`config.mk`:
```
export PLATFORM = sky130hd
export DESIGN_NAME = sdhost_fifo_dma
export DESIGN_NICKNAME = d
export VERILOG_FILES = /design/src/rtl/hfq_pkg.sv /design/src/rtl/hfq_ring.sv /design/src/rtl/hfq_thresh.sv /design/src/rtl/hfq_stat.sv /design/src/rtl/sdhost_fifo_dma.sv
export SDC_FILE = /design/constraint.sdc
export NUM_CORES = 1
export LEC_CHECK = 0
export BUFFER_PORTS_ARGS = -buffer_cell sky130_fd_sc_hd__buf_2
export CAP_MARGIN = 30
export CORE_UTILIZATION = 62
export CTS_CLUSTER_SIZE = 25
export DETAILED_ROUTE_END_ITERATION = 8
export GPL_ROUTABILITY_DRIVEN = 0
export PLACE_DENSITY = 0.8
export SLEW_MARGIN = 25
export SYNTH_ARGS = -nofsm -noshare
export SYNTH_HDL_FRONTEND = slang
export SYNTH_SLANG_ARGS = --single-unit
export TNS_END_PERCENT = 50
```
`constraint.sdc`:
```
create_clock -name clk_i -period 2.7 [get_ports clk_i]
set_input_delay 0.27 -clock clk_i [delete_from_list [all_inputs] [get_ports clk_i]]
set_output_delay 0.27 -clock clk_i [all_outputs]
set_load 0.05 [all_outputs]
```
`src/rtl/hfq_pkg.sv`:
```
package hfq_pkg;
  localparam int unsigned REG_W = 16;
  localparam int unsigned THR_W = 5;

  localparam int unsigned RA_DATA = 0;
  localparam int unsigned RA_STAT = 1;
  localparam int unsigned RA_MASK = 2;
  localparam int unsigned RA_BUF  = 3;

  localparam int unsigned ST_RXF = 10;
  localparam int unsigned ST_TXF = 11;
  localparam logic [REG_W-1:0] FLAG_MASK = (REG_W'(1) << ST_RXF) | (REG_W'(1) << ST_TXF);

  localparam int unsigned CFG_RXEN  = 15;
  localparam int unsigned CFG_AF_LO = 8;
  localparam int unsigned CFG_TXEN  = 7;
  localparam int unsigned CFG_AE_LO = 0;

  typedef struct packed {
    logic             rx_en;
    logic [THR_W-1:0] af;
    logic             tx_en;
    logic [THR_W-1:0] ae;
  } buf_cfg_t;

  localparam buf_cfg_t CFG_RST = '{rx_en: 1'b0, af: '1, tx_en: 1'b0, ae: '0};
endpackage

```
`src/rtl/hfq_ring.sv`:
```
module hfq_ring #(
  parameter int unsigned DEPTH = 32,
  parameter int unsigned W     = 16,
  localparam int unsigned PW   = $clog2(DEPTH),
  localparam int unsigned LW   = $clog2(DEPTH + 1)
) (
  input  logic          clk_i,
  input  logic          rst_ni,
  input  logic          push_i,
  input  logic [W-1:0]  push_data_i,
  input  logic          pop_i,
  output logic [W-1:0]  head_o,
  output logic [LW-1:0] level_o,
  output logic          full_o,
  output logic          empty_o
);
  logic [W-1:0]  mem_q [DEPTH];
  logic [PW-1:0] wp_q, rp_q;
  logic [LW-1:0] lvl_q;
  logic          do_push, do_pop;

  function automatic logic [PW-1:0] ptr_inc(input logic [PW-1:0] p);
    return (p == PW'(DEPTH - 1)) ? '0 : p + PW'(1);
  endfunction

  assign full_o  = (lvl_q == LW'(DEPTH));
  assign empty_o = (lvl_q == '0);
  assign do_push = push_i && !full_o;
  assign do_pop  = pop_i && !empty_o;
  assign head_o  = mem_q[rp_q];
  assign level_o = lvl_q;

  always_ff @(posedge clk_i or negedge rst_ni) begin
    if (!rst_ni) begin
      for (int i = 0; i < DEPTH; i++) mem_q[i] <= '0;
      wp_q  <= '0;
      rp_q  <= '0;
      lvl_q <= '0;
    end else begin
      if (do_push) begin
        mem_q[wp_q] <= push_data_i;
        wp_q        <= ptr_inc(wp_q);
      end
      if (do_pop) rp_q <= ptr_inc(rp_q);
      lvl_q <= lvl_q + LW'(do_push) - LW'(do_pop);
    end
  end

  AST_LEVEL_BOUND: assert property (@(posedge clk_i) disable iff (!rst_ni)
    level_o <= LW'(DEPTH));
  AST_FULL_DROP: assert property (@(posedge clk_i) disable iff (!rst_ni)
    (full_o && push_i && !pop_i) |=> (full_o && $stable(head_o)));
  AST_EMPTY_POP: assert property (@(posedge clk_i) disable iff (!rst_ni)
    (empty_o && pop_i && !push_i) |=> empty_o);
endmodule

```
`src/rtl/hfq_thresh.sv`:
```
module hfq_thresh
  import hfq_pkg::*;
#(
  parameter int unsigned LW = 6
) (
  input  logic          clk_i,
  input  logic          rst_ni,
  input  logic [LW-1:0] level_i,
  input  buf_cfg_t      cfg_i,
  input  logic          act_i,
  input  logic          rx_i,
  output logic          rx_req_o,
  output logic          tx_req_o,
  output logic          rx_flag_o,
  output logic          tx_flag_o
);
  logic idle_empty, rx_hit, tx_hit;
  logic rx_req_q, tx_req_q;

  // an idle, empty FIFO quiets both directions
  assign idle_empty = !act_i && (level_i == '0);
  assign rx_hit     = rx_i  && (level_i > LW'(cfg_i.af)) && !idle_empty;
  assign tx_hit     = !rx_i && (level_i < LW'(cfg_i.ae)) && !idle_empty;
  assign rx_flag_o  = rx_hit && !cfg_i.rx_en;
  assign tx_flag_o  = tx_hit && !cfg_i.tx_en;

  always_ff @(posedge clk_i or negedge rst_ni) begin
    if (!rst_ni) begin
      rx_req_q <= 1'b0;
      tx_req_q <= 1'b0;
    end else begin
      rx_req_q <= rx_hit && cfg_i.rx_en;
      tx_req_q <= tx_hit && cfg_i.tx_en;
    end
  end

  assign rx_req_o = rx_req_q;
  assign tx_req_o = tx_req_q;

  AST_REQ_EXCL: assert property (@(posedge clk_i) disable iff (!rst_ni)
    $onehot0({rx_req_o, tx_req_o}));
  AST_RX_REQ_SRC: assert property (@(posedge clk_i) disable iff (!rst_ni)
    rx_req_o |-> ($past(cfg_i.rx_en) && $past(rx_i)));
  AST_TX_REQ_SRC: assert property (@(posedge clk_i) disable iff (!rst_ni)
    tx_req_o |-> ($past(cfg_i.tx_en) && !$past(rx_i)));
  AST_IDLE_QUIET: assert property (@(posedge clk_i) disable iff (!rst_ni)
    (!act_i && level_i == '0) |=> (!rx_req_o && !tx_req_o));
endmodule

```
`src/rtl/hfq_stat.sv`:
```
module hfq_stat
  import hfq_pkg::*;
(
  input  logic             clk_i,
  input  logic             rst_ni,
  input  logic [REG_W-1:0] set_i,
  input  logic             rx_flag_i,
  input  logic             tx_flag_i,
  input  logic [REG_W-1:0] w1c_i,
  input  logic             clr_rx_i,
  input  logic             clr_tx_i,
  input  logic             mask_we_i,
  input  logic [REG_W-1:0] mask_i,
  output logic [REG_W-1:0] stat_o,
  output logic [REG_W-1:0] mask_o,
  output logic             irq_o
);
  logic [REG_W-1:0] stat_q, stat_d, mask_q;

  always_comb begin
    stat_d         = (stat_q & ~w1c_i) | (set_i & ~FLAG_MASK);
    stat_d[ST_RXF] = rx_flag_i & ~w1c_i[ST_RXF] & ~clr_rx_i;
    stat_d[ST_TXF] = tx_flag_i & ~w1c_i[ST_TXF] & ~clr_tx_i;
  end

  always_ff @(posedge clk_i or negedge rst_ni) begin
    if (!rst_ni) begin
      stat_q <= '0;
      mask_q <= '0;
    end else begin
      stat_q <= stat_d;
      if (mask_we_i) mask_q <= mask_i;
    end
  end

  assign stat_o = stat_q;
  assign mask_o = mask_q;
  assign irq_o  = |(stat_q & mask_q);

  AST_W1C_CLEARS: assert property (@(posedge clk_i) disable iff (!rst_ni)
    (|w1c_i) |=> ((stat_q & $past(w1c_i & ~set_i)) == '0));
  AST_EVT_STICKY: assert property (@(posedge clk_i) disable iff (!rst_ni)
    (|(set_i & ~FLAG_MASK)) |=>
      ((stat_q & $past(set_i & ~FLAG_MASK)) == $past(set_i & ~FLAG_MASK)));
endmodule

```
`src/rtl/sdhost_fifo_dma.sv`:
```
module sdhost_fifo_dma
  import hfq_pkg::*;
#(
  parameter int unsigned DEPTH  = 32,
  parameter int unsigned ADDR_W = 3
) (
  input  logic              clk_i,
  input  logic              rst_ni,
  input  logic              cpu_wr_i,
  input  logic              cpu_rd_i,
  input  logic [ADDR_W-1:0] cpu_addr_i,
  input  logic [REG_W-1:0]  cpu_wdata_i,
  output logic [REG_W-1:0]  cpu_rdata_o,
  input  logic              eng_push_i,
  input  logic [REG_W-1:0]  eng_wdata_i,
  input  logic              eng_pop_i,
  output logic [REG_W-1:0]  eng_rdata_o,
  input  logic              xfer_act_i,
  input  logic              xfer_rx_i,
  input  logic [REG_W-1:0]  evt_set_i,
  output logic              fifo_full_o,
  output logic              fifo_empty_o,
  output logic              dma_rx_req_o,
  output logic              dma_tx_req_o,
  output logic              irq_o
);
  localparam int unsigned LW = $clog2(DEPTH + 1);

  logic             sel_data, sel_stat, sel_mask, sel_buf;
  logic             cfg_we, push, pop;
  logic [REG_W-1:0] push_data, head, stat, mask, w1c, cfg_rd;
  logic [LW-1:0]    level;
  logic             rx_flag, tx_flag;
  buf_cfg_t         cfg_q;

  assign sel_data = (cpu_addr_i == ADDR_W'(RA_DATA));
  assign sel_stat = (cpu_addr_i == ADDR_W'(RA_STAT));
  assign sel_mask = (cpu_addr_i == ADDR_W'(RA_MASK));
  assign sel_buf  = (cpu_addr_i == ADDR_W'(RA_BUF));
  assign cfg_we   = cpu_wr_i && sel_buf;

  // CPU side wins a shared push; pops collapse to one
  assign push      = (cpu_wr_i && sel_data) || eng_push_i;
  assign push_data = (cpu_wr_i && sel_data) ? cpu_wdata_i : eng_wdata_i;
  assign pop       = (cpu_rd_i && sel_data) || eng_pop_i;
  assign w1c       = (cpu_wr_i && sel_stat) ? cpu_wdata_i : '0;

  always_ff @(posedge clk_i or negedge rst_ni) begin
    if (!rst_ni) cfg_q <= CFG_RST;
    else if (cfg_we) begin
      cfg_q.rx_en <= cpu_wdata_i[CFG_RXEN];
      cfg_q.af    <= cpu_wdata_i[CFG_AF_LO +: THR_W];
      cfg_q.tx_en <= cpu_wdata_i[CFG_TXEN];
      cfg_q.ae    <= cpu_wdata_i[CFG_AE_LO +: THR_W];
    end
  end

  always_comb begin
    cfg_rd                      = '0;
    cfg_rd[CFG_RXEN]            = cfg_q.rx_en;
    cfg_rd[CFG_AF_LO +: THR_W]  = cfg_q.af;
    cfg_rd[CFG_TXEN]            = cfg_q.tx_en;
    cfg_rd[CFG_AE_LO +: THR_W]  = cfg_q.ae;
  end

  always_comb begin
    cpu_rdata_o = '0;
    if (sel_data)      cpu_rdata_o = head;
    else if (sel_stat) cpu_rdata_o = stat;
    else if (sel_mask) cpu_rdata_o = mask;
    else if (sel_buf)  cpu_rdata_o = cfg_rd;
  end

  hfq_ring #(.DEPTH(DEPTH), .W(REG_W)) u_ring (
    .clk_i       (clk_i),
    .rst_ni      (rst_ni),
    .push_i      (push),
    .push_data_i (push_data),
    .pop_i       (pop),
    .head_o      (head),
    .level_o     (level),
    .full_o      (fifo_full_o),
    .empty_o     (fifo_empty_o)
  );

  hfq_thresh #(.LW(LW)) u_thresh (
    .clk_i     (clk_i),
    .rst_ni    (rst_ni),
    .level_i   (level),
    .cfg_i     (cfg_q),
    .act_i     (xfer_act_i),
    .rx_i      (xfer_rx_i),
    .rx_req_o  (dma_rx_req_o),
    .tx_req_o  (dma_tx_req_o),
    .rx_flag_o (rx_flag),
    .tx_flag_o (tx_flag)
  );

  hfq_stat u_stat (
    .clk_i     (clk_i),
    .rst_ni    (rst_ni),
    .set_i     (evt_set_i),
    .rx_flag_i (rx_flag),
    .tx_flag_i (tx_flag),
    .w1c_i     (w1c),
    .clr_rx_i  (cfg_we && cpu_wdata_i[CFG_RXEN]),
    .clr_tx_i  (cfg_we && cpu_wdata_i[CFG_TXEN]),
    .mask_we_i (cpu_wr_i && sel_mask),
    .mask_i    (cpu_wdata_i),
    .stat_o    (stat),
    .mask_o    (mask),
    .irq_o     (irq_o)
  );

  assign eng_rdata_o = head;

  AST_RXEN_CLEARS: assert property (@(posedge clk_i) disable iff (!rst_ni)
    (cfg_we && cpu_wdata_i[CFG_RXEN]) |=> !stat[ST_RXF]);
  AST_TXEN_CLEARS: assert property (@(posedge clk_i) disable iff (!rst_ni)
    (cfg_we && cpu_wdata_i[CFG_TXEN]) |=> !stat[ST_TXF]);
  AST_CPU_PUSH_WINS: assert property (@(posedge clk_i) disable iff (!rst_ni)
    (cpu_wr_i && sel_data && eng_push_i && fifo_empty_o) |=> (eng_rdata_o == $past(cpu_wdata_i)));
endmodule

```
# --- After elaboration in Yosys (flattened, before gate mapping) ---
# Index checks and enable logic that the tools add are counted.
classes:
  add_sub_neg: 4
  div: 0
  n_mux: 14
  shifts: 0
  multipliers: 0
  bitwise_logic: 14
  eq_ne: 6
  n_reduce_logical: 31
  order_cmp: 5
op_table:
  columns: ["op", "count"]
  rows:
  - ["512-bit bitwise mux", 1]
  - ["16-bit 2-to-1 mux", 9]
  - ["16-bit binary-select mux with 5-bit select", 1]
  - ["16-bit demux with 5-bit select", 1]
  - ["16-bit bitwise AND", 2]
  - ["1-bit logical AND", 19]
  - ["16-bit NOT", 1]
  - ["16-bit OR", 1]
  - ["16-bit OR reduction", 1]
  - ["6-bit greater-or-equal comparator, second input constant", 2]
  - ["5-bit NOT with 6-bit output", 2]
  - ["5-bit by 1-bit adder with 5-bit output, second input constant", 2]
  - ["5-bit equality test, second input constant", 2]
  - ["5-bit 2-to-1 mux", 2]
  - ["1-bit zero test", 7]
  - ["6-bit by 1-bit adder with 6-bit output", 1]
  - ["3-bit by 2-bit equality test with 1-bit output, second input constant", 2]
  - ["6-bit equality test, second input constant", 1]
  - ["6-bit by 5-bit > comparator with 1-bit output", 1]
  - ["6-bit zero test", 1]
  - ["6-bit by 1-bit less-than comparator with 1-bit output, second input constant", 1]
  - ["6-bit by 5-bit less-than comparator with 1-bit output", 1]
  - ["6-bit by 1-bit subtractor with 6-bit output", 1]
  - ["1-bit bitwise AND", 4]
  - ["4 further kinds", 8]
word_totals:
  ramBits: 0
  latch_bits: 0
  memories: 0
  reg_bits: 574
  romBits: 0
  output_inout_bits: 37

# --- Logic depth before layout (Yosys ltp) ---
logic_depth:
  depth_word: 7
  ltp_mapped: 13

# --- By module ---
# From an unflattened synthesis, not the netlist that was laid out.
hier_totals:
  hier_cells: 1861
  area_unflattened_um2: 27477.6
by_module_without_submodules:
  columns: ["module", "n_inst", "area_each_um2", "cells_each"]
  rows:
  - ["hfq_ring", 1, 24417.2, 1592]
  - ["sdhost_fifo_dma", 1, 1397.6, 137]
  - ["hfq_stat", 1, 1298.7, 89]
  - ["hfq_thresh", 1, 364.1, 43]

# --- Worst setup path after synthesis ---
# OpenSTA, ideal clock, no wires.
synth_timing:
  path_type: "flip-flop to output port"
  from: "register u_ring.rp_q[2]"
  to: "output port cpu_rdata_o[14]"
  slack_ps: -458
  stages_incl_launch_ff: 8
  n_path_buf: 3
  arrival_ps: 2888
  t_required_ps: 2430
  cell_sequence: "dfrtp_1 > buf_2 > buf_2 > and2b_1 > buf_2 > a21oi_1 > a2bb2oi_1 > o2bb2ai_1"
synth_between:
  elab_chain_cells: 5
synth_lines:
  columns: ["element", "line_no", "source"]
  rows:
  - ["start: declaration", "hfq_ring.sv:18", "logic [PW-1:0] wp_q, rp_q;"]
  - ["start signal: assignment", "hfq_ring.sv:44", "if (do_pop) rp_q <= ptr_inc(rp_q);"]
  - ["5-bit NOT with 6-bit output (implied by the code)", "hfq_ring.sv:30", "assign head_o = mem_q[rp_q];"]
  - ["16-bit binary-select mux with 5-bit select", "hfq_ring.sv:30", null]
  - ["16-bit 2-to-1 mux (implied by the code) (2 in series)", "hfq_ring.sv:30", null]
  - ["via eng_rdata_o[14]", "sdhost_fifo_dma.sv:17", "output logic [REG_W-1:0] eng_rdata_o,"]
  - ["16-bit 2-to-1 mux", "sdhost_fifo_dma.sv:68", "if (sel_data) cpu_rdata_o = head;"]
  - ["end: declaration", "sdhost_fifo_dma.sv:13", "output logic [REG_W-1:0] cpu_rdata_o,"]
# The timed path passes the listed nets, and every way through them passes these cells. The select of a mux whose other input is x is not followed.

# --- Worst setup path in the final report ---
layout_timing:
  from: "register u_ring.rp_q[0]"
  to: "output port cpu_rdata_o[7]"
layout_between:
  elab_chain_cells: 5
layout_lines:
  columns: ["element", "line_no"]
  rows:
  - ["5-bit NOT with 6-bit output (implied by the code)", "hfq_ring.sv:30"]
  - ["16-bit binary-select mux with 5-bit select", "hfq_ring.sv:30"]
  - ["16-bit 2-to-1 mux (implied by the code) (2 in series)", "hfq_ring.sv:30"]
  - ["16-bit 2-to-1 mux", "sdhost_fifo_dma.sv:68"]
# No other way between the ends. The select of a mux whose other input is x is not followed.

==> metrics.txt <==
Hold Path End=u_stat.stat_o[7]; Core ar.=41100 µm²; vias in the first global route=20700; Final period util=122%; Cell Rows=74; Via Count=20800; post-DR wirelength/cell=23.5 µm; Starting Density=63.3%; initial antenna violation count=0; CP Data Required Time=2.43 ns; critical path class=flop to primary output; DIE WIDTH=207 µm; clock skew=0.0146 ns; clk_lat worst skew=0.62 ns; Setup TNS=-15.98 ns; CTS Buf Count=57; Hold Crit Class=input port to flop; layout cell share with drive strength beyond 1=20.5%; Arr. time, crit path=3.03 ns; Overflow after GRT=0; hpwl dp=44700 µm; Cells after Synth=2483; R2R setup slack=0.02 ns; failing checks=design-rule violations, negative setup slack; Synth async-reset ratio=100%; Max Root-Sink Buffers=3; largest net degree at the start of global routing=86; Synth Cell Area=26000 µm²; Syn Nets=2568; Vias/cell=6.50; ant diodes=0; remaining routing DRC violations=18; top-area cell type share of the netlist area=54.7%; synthesis-to-finish area growth=19.7%; final setup fails=32; CTS tree=yes; drt total wl=75200 µm; Slew Viols, Final=0; IO Port Bufs=93; startpoint of the worst hold path=cpu_wdata_i[7]; post-route ant nets=0; r2r worst-path depth=13; worst slew pin tran=0.801 ns; LEAKAGE=14.1 nW; CP max FO=8; TritonRoute pass-1 iters=8; min Tclk post-route=3.30 ns; maximum operating frequency=303 MHz; Max H-tree Level=2; Top FF cell, synth=dfrtp_1; RR Endpoint=u_ring.level_o[4]; number of enable flip-flop cells after synthesis=0; worst r2r src=u_ring.level_o[4]; PD cells=1180 nW/µm²; Syn Area/Cell=10.5 µm²; status=finished, violations left; crit start category=flop; Synth Warn #=0; Crit. End Element=primary output; Worst-path clk slew=0.06 ns; VDD IR max=0.758 mV; max_slew headroom=46.6%; Synth cell types=61; synth top area cells=dfrtp_1 55%, nand2_1 8.5%, o21ai_0 8.1%; die height=207 µm; clk root buf=clkbuf_16; sequential share of the synthesized area=55.2%; final cell count without fillers=3194; Final Hold Fails=0; Multi-input gate area=11300 µm²; FILL cells=2330; Clock Sinks=574; layout net count=2703; io pins=96; register area=14400 µm²; Tot GR Track Use=35.5%; full die area=42800 µm²; RSZ-0062 raised after global routing=yes; Hold Path Depth=3; synthesis-stage register bit count=574; DRT iter0 DRCs=2535; Max-Cap Viols=0; first-pass GRT wire length=115000 µm; post-route setup slack=-0.601 ns; cell taking the most area after synthesis=dfrtp_1; placed cell count=3023
-- registers in the layout, indices dropped and copies added, names as in the netlist --
name,flops
u_ring.rp_q,5
u_stat.stat_o,16
u_thresh.tx_req_o,1
u_ring.wp_q,5
u_ring.mem_q,512
u_ring.level_o,6
u_stat.mask_o,16
cfg_q,12
u_thresh.rx_req_o,1
-- where the power goes --
part / switching, mW / internal, mW
clock network: 3.38 / 4.82
registers: 2.02 / 11.7
logic: 8.20 / 6.55
-- worst max-delay path by stage --
stage,from,end,slack (ns),cells past startpoint
3_3_place_gp,u_ring.rp_q[0],cpu_rdata_o[7],-0.08,8
6_report,u_ring.rp_q[0],cpu_rdata_o[7],-0.60,10
5_1_grt,u_ring.rp_q[0],cpu_rdata_o[11],-0.66,9
4_1_cts,u_ring.rp_q[0],cpu_rdata_o[6],-0.59,9
3_5_place_dp,u_ring.rp_q[0],cpu_rdata_o[1],-0.12,9
2_1_floorplan,u_ring.rp_q[0],cpu_rdata_o[1],-0.31,8
-- worst max-delay path, cell delays in order (launching register included) --
cell       delay, ns
dfrtp_4         0.56
buf_8           0.18
buf_12          0.13
buf_8           0.15
mux2i_1         0.27
o22ai_2         0.12
a2111oi_4       0.35
buf_4           0.20
a21oi_4         0.05
a21o_1          0.22
buf_6           0.17
-- routing by layer --
metal / track usage [%] / part of all wire (%)
met4: 21.2 / 5.5
met3: 7.39 / 8.8
met2: 55.9 / 47
met5: 0 / 0
met1: 45.9 / 38
-- area by class of cell --
cell class / count / area share (%)
clock buffers: 85 / 5.33
repair buffers: 292 / 8.98
inverters: 25 / 0.301
multi-input cells: 1668 / 36.3
flip-flops and latches: 574 / 46.1
clock inverters: 18 / 0.827
well taps: 532 / 2.14
-- synth_stat cells (all sizes together) (2+ instances only) --
master / number
nand2: 588
dfrtp: 569
o21ai: 545
clkbuf: 176
mux2i: 141
mux4: 80
buf: 40
a21o: 34
a21oi: 33
o22ai: 31
nor2: 26
ha: 25
inv: 25
a22o: 19
nor3: 18
mux2: 17
a2111oi: 16
or2: 16
a211oi: 12
nor2b: 6
a22oi: 5
and3: 5
dfstp: 5
a221oi: 4
nand2b: 4
nor3b: 4
o211a: 4
o2bb2ai: 4
nand3: 3
xor2: 3
a31oi: 2
and3b: 2
nand3b: 2
nand4b: 2
nand4bb: 2
o221ai: 2
-- metrics by stage --
stage | instance area (µm²) | utilization [%] | hold slack (ns) | total power, mW | worst slack, ns
3_3_place_gp | 27800 | 67.7 | 0.277 | 25.3 | -0.0753
3_5_place_dp | 27800 | 67.7 | 0.283 | 26.1 | -0.119
6_report | 31200 | 75.8 | 0.0344 | 36.7 | -0.601
2_1_floorplan | 26100 | - | -0.0256 | 21.7 | -0.310
4_1_cts | 30900 | 75.2 | 0.0270 | 35.7 | -0.585
5_1_grt | 31200 | 75.8 | 0.0352 | 38.4 | -0.656
-- cells by family (layout without fill, tap and decap cells) --
logic type / after synthesis / in the layout / share of synthesized area [%]
AO/OA/AOI/OAI: 714 / 714 / 15.6
multiplexers: 238 / 238 / 13.1
adder cells (fa/ha/maj): 26 / 26 / 1.28
AND/OR/NAND/NOR: 686 / 686 / 10.7
XOR/XNOR: 4 / 4 / 0.135
buffers and inverters: 241 / 420 / 4.02
flip-flops: 574 / 574 / 55.2
-- cells in the final DEF, fill, tap and decap left out, types with 23 or more instances in the layout --
cell type,count
o21ai_1,126
dlygate4sd3_1,42
clkbuf_16,58
nand2_1,588
buf_12,33
mux2i_1,119
nor2_1,26
o21ai_0,419
buf_4,109
buf_2,60
a21o_1,34
buf_6,38
inv_1,25
ha_1,25
dfrtp_1,566
o22ai_1,23
mux4_2,80
-- repair_timing --
| action | 4_1_cts | 5_1_grt |
|---|---|---|
| buffers inserted | 17 | 10 |
| hold buffers | 42 | 0 |
| gates cloned | 2 | 1 |
| pin swaps | 40 | 22 |
| gates resized for setup | 118 | 39 |
| hold endpoints to repair | 102 | 0 |
| endpoints found under the setup margin | 32 | 34 |
No activity file was read; power rests on OpenSTA's default activity.
